File: config.mk
export PLATFORM = sky130hd
export DESIGN_NAME = pixel_wire_packer
export DESIGN_NICKNAME = d
export VERILOG_FILES = /design/src/rtl/pk_pkg.sv /design/src/rtl/pk_ctrl.sv /design/src/rtl/pk_datapath.sv /design/src/rtl/pixel_wire_packer.sv
export SDC_FILE = /design/constraint.sdc
export NUM_CORES = 1
export LEC_CHECK = 0
export BUFFER_PORTS_ARGS = -buffer_cell sky130_fd_sc_hd__clkbuf_2
export CAP_MARGIN = 20
export CORE_UTILIZATION = 49
export DETAILED_ROUTE_END_ITERATION = 7
export PLACE_DENSITY = 0.84
export SYNTH_ARGS = -nofsm -noshare
export SYNTH_HDL_FRONTEND = slang
export SYNTH_SLANG_ARGS = --single-unit
File: constraint.sdc
create_clock -name clk -period 2 [get_ports clk]
set_clock_uncertainty 0.2 [all_clocks]
set_input_delay 0.2 -clock clk [delete_from_list [all_inputs] [get_ports clk]]
set_output_delay 0.2 -clock clk [all_outputs]
set_load 0.03 [all_outputs]
File: src/rtl/pk_pkg.sv
package pk_pkg;
  typedef enum logic [2:0] {
    LD_NONE,
    LD_HALF,
    LD_PAIR,
    LD_SOLO,
    LD_WIDE
  } ldKind_e;

  localparam logic [2:0] FMT_RESET = 3'd4;

  typedef struct packed {
    ldKind_e    kind;
    logic       shift;
    logic [2:0] fmt;
  } pkCtl_t;
endpackage

File: src/rtl/pk_ctrl.sv
module pk_ctrl
  import pk_pkg::*;
(
  input  logic       clk,
  input  logic       rstN,
  input  logic       cfgWrite,
  input  logic [2:0] cfgFormat,
  input  logic       pixValid,
  input  logic       pixLast,
  input  logic       byteReady,
  output logic       pixReady,
  output logic       byteValid,
  output logic       inFrame,
  output logic [2:0] activeFmt,
  output pkCtl_t     ctl
);
  logic [2:0] pendFmt;
  logic [1:0] cnt;
  logic       halfPending;
  logic       idle;
  logic [2:0] useFmt;
  logic       accept;
  ldKind_e    kind;

  assign idle      = !inFrame && (cnt == 2'd0);
  assign useFmt    = idle ? pendFmt : activeFmt;
  assign pixReady  = (cnt == 2'd0);
  assign byteValid = (cnt != 2'd0);
  assign accept    = pixValid && pixReady;

  always_comb begin
    kind = LD_NONE;
    if (accept) begin
      if (!useFmt[2]) begin
        if (halfPending)  kind = LD_PAIR;
        else if (pixLast) kind = LD_SOLO;
        else              kind = LD_HALF;
      end else begin
        kind = LD_WIDE;
      end
    end
  end

  assign ctl.kind  = kind;
  assign ctl.shift = byteValid && byteReady;
  assign ctl.fmt   = useFmt;

  always_ff @(posedge clk) begin
    if (!rstN) begin
      pendFmt     <= FMT_RESET;
      activeFmt   <= FMT_RESET;
      cnt         <= '0;
      halfPending <= 1'b0;
      inFrame     <= 1'b0;
    end else begin
      if (cfgWrite) pendFmt <= cfgFormat;
      activeFmt <= useFmt;
      if (useFmt != activeFmt) halfPending <= 1'b0;
      unique case (kind)
        LD_HALF: begin cnt <= 2'd0; halfPending <= 1'b1; end
        LD_PAIR,
        LD_SOLO: begin cnt <= 2'd1; halfPending <= 1'b0; end
        LD_WIDE: cnt <= useFmt[1] ? 2'd3 : 2'd2;
        default: if (ctl.shift) cnt <= cnt - 2'd1;
      endcase
      if (accept) inFrame <= !pixLast;
    end
  end
endmodule

File: src/rtl/pk_datapath.sv
module pk_datapath
  import pk_pkg::*;
#(
  parameter int CompW = 8,
  localparam int PixW = 3 * CompW
) (
  input  logic            clk,
  input  logic            rstN,
  input  pkCtl_t          ctl,
  input  logic [PixW-1:0] pixData,
  output logic [7:0]      byteData
);
  localparam int ShW = 24;

  logic [CompW-1:0] redC, grnC, bluC, firstC, lastC;
  logic [2:0]       grp, halfGrp;
  logic [7:0]       pairByte, soloByte;
  logic [15:0]      word16;
  logic [23:0]      word18;
  logic [ShW-1:0]   shreg;

  assign redC   = pixData[PixW-1 -: CompW];
  assign grnC   = pixData[2*CompW-1 -: CompW];
  assign bluC   = pixData[CompW-1:0];
  assign firstC = ctl.fmt[0] ? bluC : redC;
  assign lastC  = ctl.fmt[0] ? redC : bluC;
  assign grp    = {firstC[CompW-1], grnC[CompW-1], lastC[CompW-1]};

  always_comb begin
    if (ctl.fmt[1]) begin
      pairByte = {1'b0, halfGrp, 1'b0, grp};
      soloByte = {1'b0, grp, 4'b0000};
    end else begin
      pairByte = {2'b00, halfGrp, grp};
      soloByte = {2'b00, grp, 3'b000};
    end
  end

  assign word16 = {firstC[CompW-1 -: 5], grnC[CompW-1 -: 6], lastC[CompW-1 -: 5]};
  assign word18 = {firstC[CompW-1 -: 6], 2'b00, grnC[CompW-1 -: 6], 2'b00,
                   lastC[CompW-1 -: 6], 2'b00};

  always_ff @(posedge clk) begin
    if (!rstN) begin
      shreg   <= '0;
      halfGrp <= '0;
    end else begin
      unique case (ctl.kind)
        LD_HALF: halfGrp <= grp;
        LD_PAIR: shreg   <= {pairByte, 16'h0000};
        LD_SOLO: shreg   <= {soloByte, 16'h0000};
        LD_WIDE: shreg   <= ctl.fmt[1] ? word18 : {word16, 8'h00};
        default: if (ctl.shift) shreg <= {shreg[ShW-9:0], 8'h00};
      endcase
    end
  end

  assign byteData = shreg[ShW-1 -: 8];
endmodule

File: src/rtl/pixel_wire_packer.sv
module pixel_wire_packer
  import pk_pkg::*;
#(
  parameter int CompW = 8,
  localparam int PixW = 3 * CompW
) (
  input  logic            clk,
  input  logic            rstN,
  input  logic            cfgWrite,
  input  logic [2:0]      cfgFormat,
  input  logic            pixValid,
  output logic            pixReady,
  input  logic [PixW-1:0] pixData,
  input  logic            pixLast,
  output logic            byteValid,
  input  logic            byteReady,
  output logic [7:0]      byteData,
  output logic            byteIsData
);
  pkCtl_t     ctl;
  logic       inFrame;
  logic [2:0] activeFmt;

  pk_ctrl i_ctrl (
    .clk(clk), .rstN(rstN), .cfgWrite(cfgWrite), .cfgFormat(cfgFormat),
    .pixValid(pixValid), .pixLast(pixLast), .byteReady(byteReady),
    .pixReady(pixReady), .byteValid(byteValid), .inFrame(inFrame),
    .activeFmt(activeFmt), .ctl(ctl)
  );

  pk_datapath #(.CompW(CompW)) i_dp (
    .clk(clk), .rstN(rstN), .ctl(ctl), .pixData(pixData), .byteData(byteData)
  );

  assign byteIsData = byteValid;
endmodule

==> results.md, run 1 <==
- The Yosys step of the flow raised 0 warnings.
- The number of antenna violations at the first check in global routing is 0.
- The count of unique library cells instantiated by Yosys is 41.
- The finished layout holds 344 standard cells, fillers aside.
- Of all nets on the critical path, the largest fanout is 9.
- CTS built an H-tree with a depth of 2.
- The critical path class is reg2reg.
- The final clock period utilization by the worst path is 101%.
- The first global-routing pass estimated 8890 um of wire.
- The final reports fail on negative setup slack.
- After clock tree synthesis, the clock-pin slew on the worst setup and hold paths is 70 ps.
- The largest single stage delay on the critical path is 340 ps.
- The via count of the first global-routing pass was 1967.
- After technology mapping, the gate count stands at 233.
- The worst setup slack before clock tree synthesis is -145 ps.
- Relative to the synthesized area, the layout overhead comes to 34.4%.
- Summed over all layers, the global routing overflow is 0.
- By area the synthesized netlist is led by dfxtp_1 34%, mux2i_1 10%, nand2_1 5.5%.
- The min-delay analysis places its worst path in the category in2reg.
- The sequential area share after synthesis is 34.4%.
- The later-pin clock latency in the skew report is 300 ps.
- After synthesis the cells add up to 2040 sq um.
- Data on the critical path is required at its endpoint by 1990 ps.
- The initial utilization of the core area, before any placement, comes to 50.9%.
- The count of max-cap constraint violations is 0.
- The worst path arrival time is 2010 ps.
- After layout, the worst setup slack is -17.5 ps.
- The first-pass iteration count of the detailed router is 4.
- The top cell types in the final layout, fill and taps aside, are 37 x clkbuf_2, 32 x dfxtp_1, 28 x buf_4, 26 x nand2_1, 19 x mux2i_1.
- The category of the worst setup path capture point is a register.
- The tree is rooted in a clkbuf_8.
- The most common cell after layout, fill and taps aside is clkbuf_2.
- TritonCTS created 5 clock buffers.
- The minimum clock period after layout is 2020 ps.
- A synthesized cell averages 8.74 sq um.
- The floorplan has 23 rows.
- In this run, the number of DRC markers left after iteration 0 of detailed routing was 180.
- The number of nets handed over by synthesis was 267.
- For this block, the via count after detailed routing is 2011.
- Dividing the detail-routed wire length by the instance count gives 17.3 um.
- The die span in y is 66.5 um.
- The number of buffers on the longest clock path is 2.
- 44 I/O pins were placed.
- The share of post-route cells with drive strength above 1 is 38.8%.
- The cell taking the most area after synthesis is dfxtp_1.
- The run finished, with violations left.
- The maximum clock frequency is 0.496 GHz.
- The kind of start point of the critical path is a register.
- Setup repair after global routing could not meet its margin everywhere.
- For this block, the routed nets add up to 5970 um of wire.
- The number of antenna diodes in the final layout is 0.
- The detailed-placement wirelength estimate is 3810 um.
- The worst register-to-register path has a depth of 8.
- The leakage power is 1.28 nW.
- The areal power density over the cells is 1190 nW/um^2.
- Of the post-synthesis cell area, the dominant cell type holds 34.4%.
- The number of max-slew violations in the final report is 0.
- The synthesis-stage register bit count is 35.
- In this run the number of cells on the critical path is 8.
- The cell count after placement is 327.
- The total count of hold-check failures in the final report is 0.
- Using the TritonRoute via totals, the vias-per-cell ratio works out to 5.85.
- The number of nets in the finished design is 328.
- The count of nets left with antenna violations once routing finished came out at 0.
- Global routing consumed, over all layers together, 27.6% of the routing resources.
- The pin count of the biggest net entering global routing is 36.
- Walking the worst path, the cells encountered are inv_2 -> ha_4 -> nand2b_4 -> mux2i_4 -> buf_12 -> mux2i_1 -> o22ai_1 -> o311a_1.
- The cell type of the slowest stage on the worst timing path is dfxtp_2.
- Measured along the x axis, the die boundary spans 66.5 um.
- The dominant delay contributor by cell family on the critical path is multiplexers.
- The worst-case IR drop observed on VDD is 0.639 mV.
- The number of buffer cells added on primary ports is 37.
- The slew at the pin closest to its max-slew limit is 667 ps.
- The worst max-slew margin expressed relative to the limit is 55.5%.
- Setup violations remaining at the end of the flow were counted as 1.
- The worst path buffer plus inverter count is 2.
- The worst hold path was traced through 3 stages.
- The CTS tree is yes.
- CTS saw 35 sinks.
- The routability congestion estimate from global placement is 0.872.
- In the routed design, unresolved DRC markers number 0.
- The area of the core is 4000 sq um.
- The die outline area is 4420 sq um.
## report_power, final
| part | internal (W) | switching (W) |
|---|---|---|
| Sequential | 0.000832 | 0.0000909 |
| Clock | 0.000365 | 0.000265 |
| Combinational | 0.000793 | 0.000896 |
## layer usage
layer | global-route usage (%) | vias to the layer above | part of all wire, %
li1 | - | 951 | -
met1 | 33.3 | 955 | 42
met2 | 44.5 | 82 | 47
met3 | 6.85 | 23 | 7.0
met4 | 15.4 | 0 | 3.7
met5 | 0 | - | 0
## area by class of cell
class	instances	area (sq um)
clock inverters	1	30.0
multi-input cells	173	1320
well taps	50	62.6
inverters	3	11.3
repair buffers	76	533
clock buffers	6	72.6
fillers	301	1260
flip-flops and latches	35	704
## kinds of logic after synthesis
group	after synthesis	share of synthesized area, %
AND/OR/NAND/NOR	77	18.4
AO/OA/AOI/OAI	66	24.3
flip-flops	35	34.4
buffers and inverters	25	7.56
multiplexers	25	13.0
XOR/XNOR	4	1.72
adder cells (fa/ha/maj)	1	0.615
## cells in the mapped netlist, drive strengths merged
master and n:
or2 1, nand3b 1, o211a 7, inv 3, ha 1, o221ai 2, o31ai 2, a21o 1
nor2 11, nor2b 9, o2bb2ai 8, a22o 1, a211oi 6, o22ai 3, o311a 4, nor3 3
dfxtp 35, mux2i 23, buf 17, nand2b 5, xor2 3, nand3 5, a21oi 9, nand2 30
o31a 2, clkbuf 5, o21ai 15, a31oi 2, o21a 2, o221a 2, mux2 2, and2 12
xnor2 1
## flip-flops by register name, summed over array words and instances (netlist names)
signal and count:
i_dp.shreg 22, i_ctrl.activeFmt 3, i_ctrl.pendFmt 3, i_dp.halfGrp 3
i_ctrl.cnt 2, i_ctrl.halfPending 1, i_ctrl.inFrame 1
## tightest hold or removal path, cell delays in order
cell	delay, ps
clkbuf_2	100
a21oi_1	60
a21oi_1	130
## final timing paths
| path | from | slack (ps) | end |
|---|---|---|---|
| hold reg to reg | i_dp.shreg[23] | 300 | i_dp.shreg[23] |
| setup / recovery | i_ctrl.cnt[0] | -20 | i_dp.shreg[21] |
| setup reg to reg | i_ctrl.cnt[0] | -20 | i_dp.shreg[21] |
| hold / removal | pixData[13] | 30 | i_dp.shreg[16] |
## what timing repair did
action | in CTS | in global routing
setup endpoints to repair | 20 | 26
pin swaps | 0 | 7
resized for setup | 10 | 30
hold buffers | 3 | 0
hold endpoints to repair | 3 | 0
setup buffers | 2 | 5
## per-stage QoR
stage / util, % / TNS, ps / hold slack [ps] / area, sq um / power (W)
final: 68.4 / -17.5 / 32.3 / 2740 / 0.00324
after detailed placement: 59.8 / -1200 / 223 / 2390 / 0.00233
after global routing: 68.4 / -390 / 52.1 / 2740 / 0.00341
after global placement: 59.8 / -581 / 214 / 2390 / 0.00229
after CTS: 64.2 / -39.9 / 0.690 / 2570 / 0.00300
after floorplan: - / -110 / 128 / 2060 / 0.00192
Power figures use the tool's default switching activity.
==> run 2: changes to the inputs <==
Settings changed: CORE_UTILIZATION 49 to 50, PLACE_DENSITY 0.84 to 0.82.
Clock period 2 ns to 2.2 ns, I/O delays scaled along.
==> run 2 against run 1 <==
The run now ends clean. Critical endpoint unchanged. First-iteration DRC count grew 10%. Count of clock-buffer cells in the layout shrank 1. Cell area shrank 10%. Via count shrank 5.3%. Maximum frequency shrank 4.2%. Combinational power shrank 30%.
==> results.md, run 2 (synthesized netlist as in run 1, its figures left out) <==
- Result of the run: complete, no violations (was finished with violations).
- The total track usage is 24.5% (was 27.6%).
- The final design instance area without fill is 2450 sq um (was 2740 sq um).
- The later-pin clock latency in the skew report is 290 ps (was 300 ps).
- The total global routing overflow is 0 (unchanged).
- The net switching share of the total power is 38.0% (was 38.6%).
- The worst hold path startpoint is cfgFormat[0] (was pixData[13]).
- The required time of the critical path is 2180 ps (was 1990 ps).
- The number of inserted filler cells in the final layout is 328 (was 301).
- The die outline area is 4330 sq um (was 4420 sq um).
- The clock sink total came to 35 (unchanged).
- The final clock period utilization by the worst path is 95.7% (was 101%).
- The wire length reported by the detailed router came to 5040 um (was 5970 um).
- The most common cell after layout, fill and taps aside is clkbuf_2 (unchanged).
- The multi-input combinational cell area is 1220 sq um (was 1320 sq um).
- The first-pass iteration count of the detailed router is 4 (unchanged).
- The kind of start point of the critical path is a register (unchanged).
- The category of the worst setup path capture point is a register (unchanged).
- The number of standard cells in the layout, taps in and fillers out is 321 (was 344).
- The via count of the first global-routing pass is 1750 (was 1967).
- The routability congestion estimate from global placement came to 0.847 (was 0.872).
- The minimum clock period after layout is 2110 ps (was 2020 ps).
- The number of routed nets with antenna violations is 0 (unchanged).
- The number of max-slew violations in the final report is 0 (unchanged).
- Setup repair after global routing missed its margin: true (unchanged).
- The number of cells traversed by the worst hold path is 3 (unchanged).
- The count of max-cap constraint violations came to 0 (unchanged).
- The cell area after placement is 2250 sq um (was 2390 sq um).
- The die span in y is 65.8 um (was 66.5 um).
- The critical register-to-register path startpoint was i_ctrl.cnt[0] (unchanged).
- The number of flip-flops under the largest register name is 22 (unchanged).
- The critical path class is reg2reg (unchanged).
- The number of nets in the finished design was 306 (was 328).
- The worst setup slack for register-to-register paths is 90 ps (was -20 ps).
- The share of post-route cells with drive strength above 1 was 27.1% (was 38.8%).
- The maximum clock frequency came to 0.475 GHz (was 0.496 GHz).
- The leakage power was 1.15 nW (was 1.28 nW).
- The worst hold path class is in2reg (unchanged).
- The number of remaining DRC errors was 0 (unchanged).
- The number of diodes added for antenna fixing is 0 (unchanged).
- The chip width is 65.8 um (was 66.5 um).
- The portion of total power attributed to sequential cells was 30.7% (was 28.5%).
- The reported net switching power was 0.00104 W (was 0.00125 W).
- The critical-path maximum fanout is 6 (was 9).
- The register containing the most flip-flops in the final layout is i_dp.shreg (unchanged).
- The depth of the most critical reg-to-reg path is 8 (unchanged).
- The share of power burned in combinational logic came to 43.6% (was 52.1%).
- The number of antenna violations at the first check in global routing is 0 (unchanged).
- The cell type of the slowest stage on the worst timing path was dfxtp_1 (was dfxtp_2).
- The number of CTS-inserted buffers is 5 (unchanged).
- The area added between synthesis and finish came to 20.6% (was 34.4%).
- The final count of negative-setup-slack endpoints came to 0 (was 1).
- The maximum level of the CTS H-tree is 2 (unchanged).
- The cell count after placement is 310 (was 327).
- The per-cell routed wire length is 15.7 um (was 17.3 um).
- The row count came to 22 (was 23).
- The worst max-slew margin expressed relative to the limit is 59.3% (was 55.5%).
- The internal cell power came to 0.00169 W (was 0.00199 W).
- The wire length of the first global-routing pass is 7920 um (was 8890 um).
- The pin count of the biggest net entering global routing is 36 (unchanged).
- The worst path arrival time is 2090 ps (was 2010 ps).
- The footprint of the flip-flops and latches came to 701 sq um (was 704 sq um).
- The number of vias after detailed routing is 1904 (was 2011).
- The total count of hold-check failures in the final report is 0 (unchanged).
- The slew at the pin closest to its max-slew limit is 611 ps (was 667 ps).
- The clock network power share was 25.7% (was 19.5%).
- The number of ports placed on the die boundary is 44 (unchanged).
- Top library cells by usage in the layout, fill and taps aside: 37 x clkbuf_2, 35 x dfxtp_1, 28 x nand2_1, 21 x mux2i_1, 13 x buf_4 (was 37 x clkbuf_2, 32 x dfxtp_1, 28 x buf_4, 26 x nand2_1, 19 x mux2i_1).
- The areal power density over the cells is 1110 nW/um^2 (was 1190 nW/um^2).
- The average via count per standard cell was 5.93 (was 5.85).
- The DRC violation total after the first TritonRoute iteration is 198 (was 180).
- The root buffer selected by CTS is clkbuf_8 (unchanged).
- The number of buffers on the longest clock path is 2 (unchanged).
- Crit path cell chain: inv_1 -> ha_2 -> nand2b_4 -> mux2i_4 -> buf_6 -> mux2i_1 -> o22ai_1 -> o311a_1 (was inv_2 -> ha_4 -> nand2b_4 -> mux2i_4 -> buf_12 -> mux2i_1 -> o22ai_1 -> o311a_1).
- The end point of the worst hold path is i_ctrl.pendFmt[0] (was i_dp.shreg[16]).
- The worst path buffer plus inverter count is 2 (unchanged).
- The detailed-placement wirelength estimate is 3530 um (was 3810 um).
- The number of buffer cells added on primary ports came to 37 (unchanged).
- The biggest cell delay along the critical path is 350 ps (was 340 ps).
- The destination of the worst register-to-register timing path is i_dp.shreg[21] (unchanged).
- The area of the core was 3770 sq um (was 4000 sq um).
- The clock slew at the register clock pins of the worst setup and hold paths is 80 ps (was 70 ps).
- The dominant delay contributor by cell family on the critical path is multiplexers (unchanged).
- The CTS tree is yes (unchanged).
- The starting density of the core is 54.0% (was 50.9%).
- The worst supply voltage drop on vdd came to 0.666 mV (was 0.639 mV).
- The power after layout is 0.00273 W (was 0.00324 W).
-- run 2: cell count changes in the layout (fill, tap and decap cells not counted), moves of 3 or more --
cell       previous run  this run
buf_4                28        13
a21oi_1               5         9
a21oi_2               4         0
buf_6                 6         2
dfxtp_1              32        35
dfxtp_2               3         0
mux2i_4               4         1
o21ai_0               9        12
o21ai_1               6         3
o2bb2ai_1             5         8
o2bb2ai_2             3         0
-- run 2: final cells by class --
| type | count | area share (%) |
|---|---|---|
| Timing Repair Buffer | 54 | 13.3 |
| Inverter | 3 | 0.459 |
| Clock inverter | 3 | 2.75 |
| Tap cell | 48 | 2.45 |
| Clock buffer | 5 | 2.80 |
| Sequential cell | 35 | 28.5 |
| Multi-Input combinational cell | 173 | 49.7 |
-- run 2: layer usage --
layer	GRT usage [%]	vias up	part of all wire (%)	wire [um]
met2	38.3	74	46	2330
met3	6.38	17	6.6	334
met5	0	-	0	0
met1	30.3	903	44	2200
met4	13.3	0	3.5	178
li1	-	910	-	-
-- run 2: how the worst max path moves through the flow --
stage | start | endpoint | slack (ps) | cells after the start
2_1_floorplan | i_ctrl.cnt[0] | i_dp.shreg[20] | 30 | 9
3_3_place_gp | i_ctrl.cnt[0] | i_dp.shreg[20] | 3 | 8
3_5_place_dp | i_ctrl.cnt[0] | i_dp.shreg[21] | -20 | 8
4_1_cts | i_ctrl.cnt[1] | i_dp.shreg[16] | 10 | 9
5_1_grt | i_ctrl.cnt[0] | i_dp.shreg[20] | -20 | 8
6_report | i_ctrl.cnt[0] | i_dp.shreg[21] | 90 | 8
-- run 2: repair_timing --
item	CTS	global route
gates resized for setup	2	10
buffers inserted	0	1
pin swaps	0	1
endpoints found under the setup margin	6	23
gates cloned	0	0
hold endpoints to repair	2	0
hold buffers	2	0
-- run 2: tightest hold or removal path, delay by kind of cell --
family	cells	cell delay, ps
buffers and inverters	1	70
AND/OR/NAND/NOR	1	120
multiplexers	1	60
-- run 2: power by group through the flow --
stage                     Sequential (W)  Clock (W)  Combinational, W
after floorplan                 0.000825          0          0.000889
after global placement          0.000843          0           0.00109
after detailed placement        0.000848          0           0.00111
after CTS                       0.000834   0.000712           0.00113
after global routing            0.000852   0.000737           0.00129
final                           0.000839   0.000701           0.00119
-- run 2: metrics by stage --
step | TNS (ps) | hold WS, ps | util, % | setup slack (ps)
final | 0 | 26.1 | 65.1 | 94.9
after floorplan | 0 | 148 | - | 26.0
after CTS | 0 | 22.8 | 63.8 | 12.5
after detailed placement | -58.2 | 261 | 59.6 | -21.6
after global placement | 0 | 232 | 59.6 | 2.52
after global routing | -55.5 | 49.0 | 65.1 | -16.8
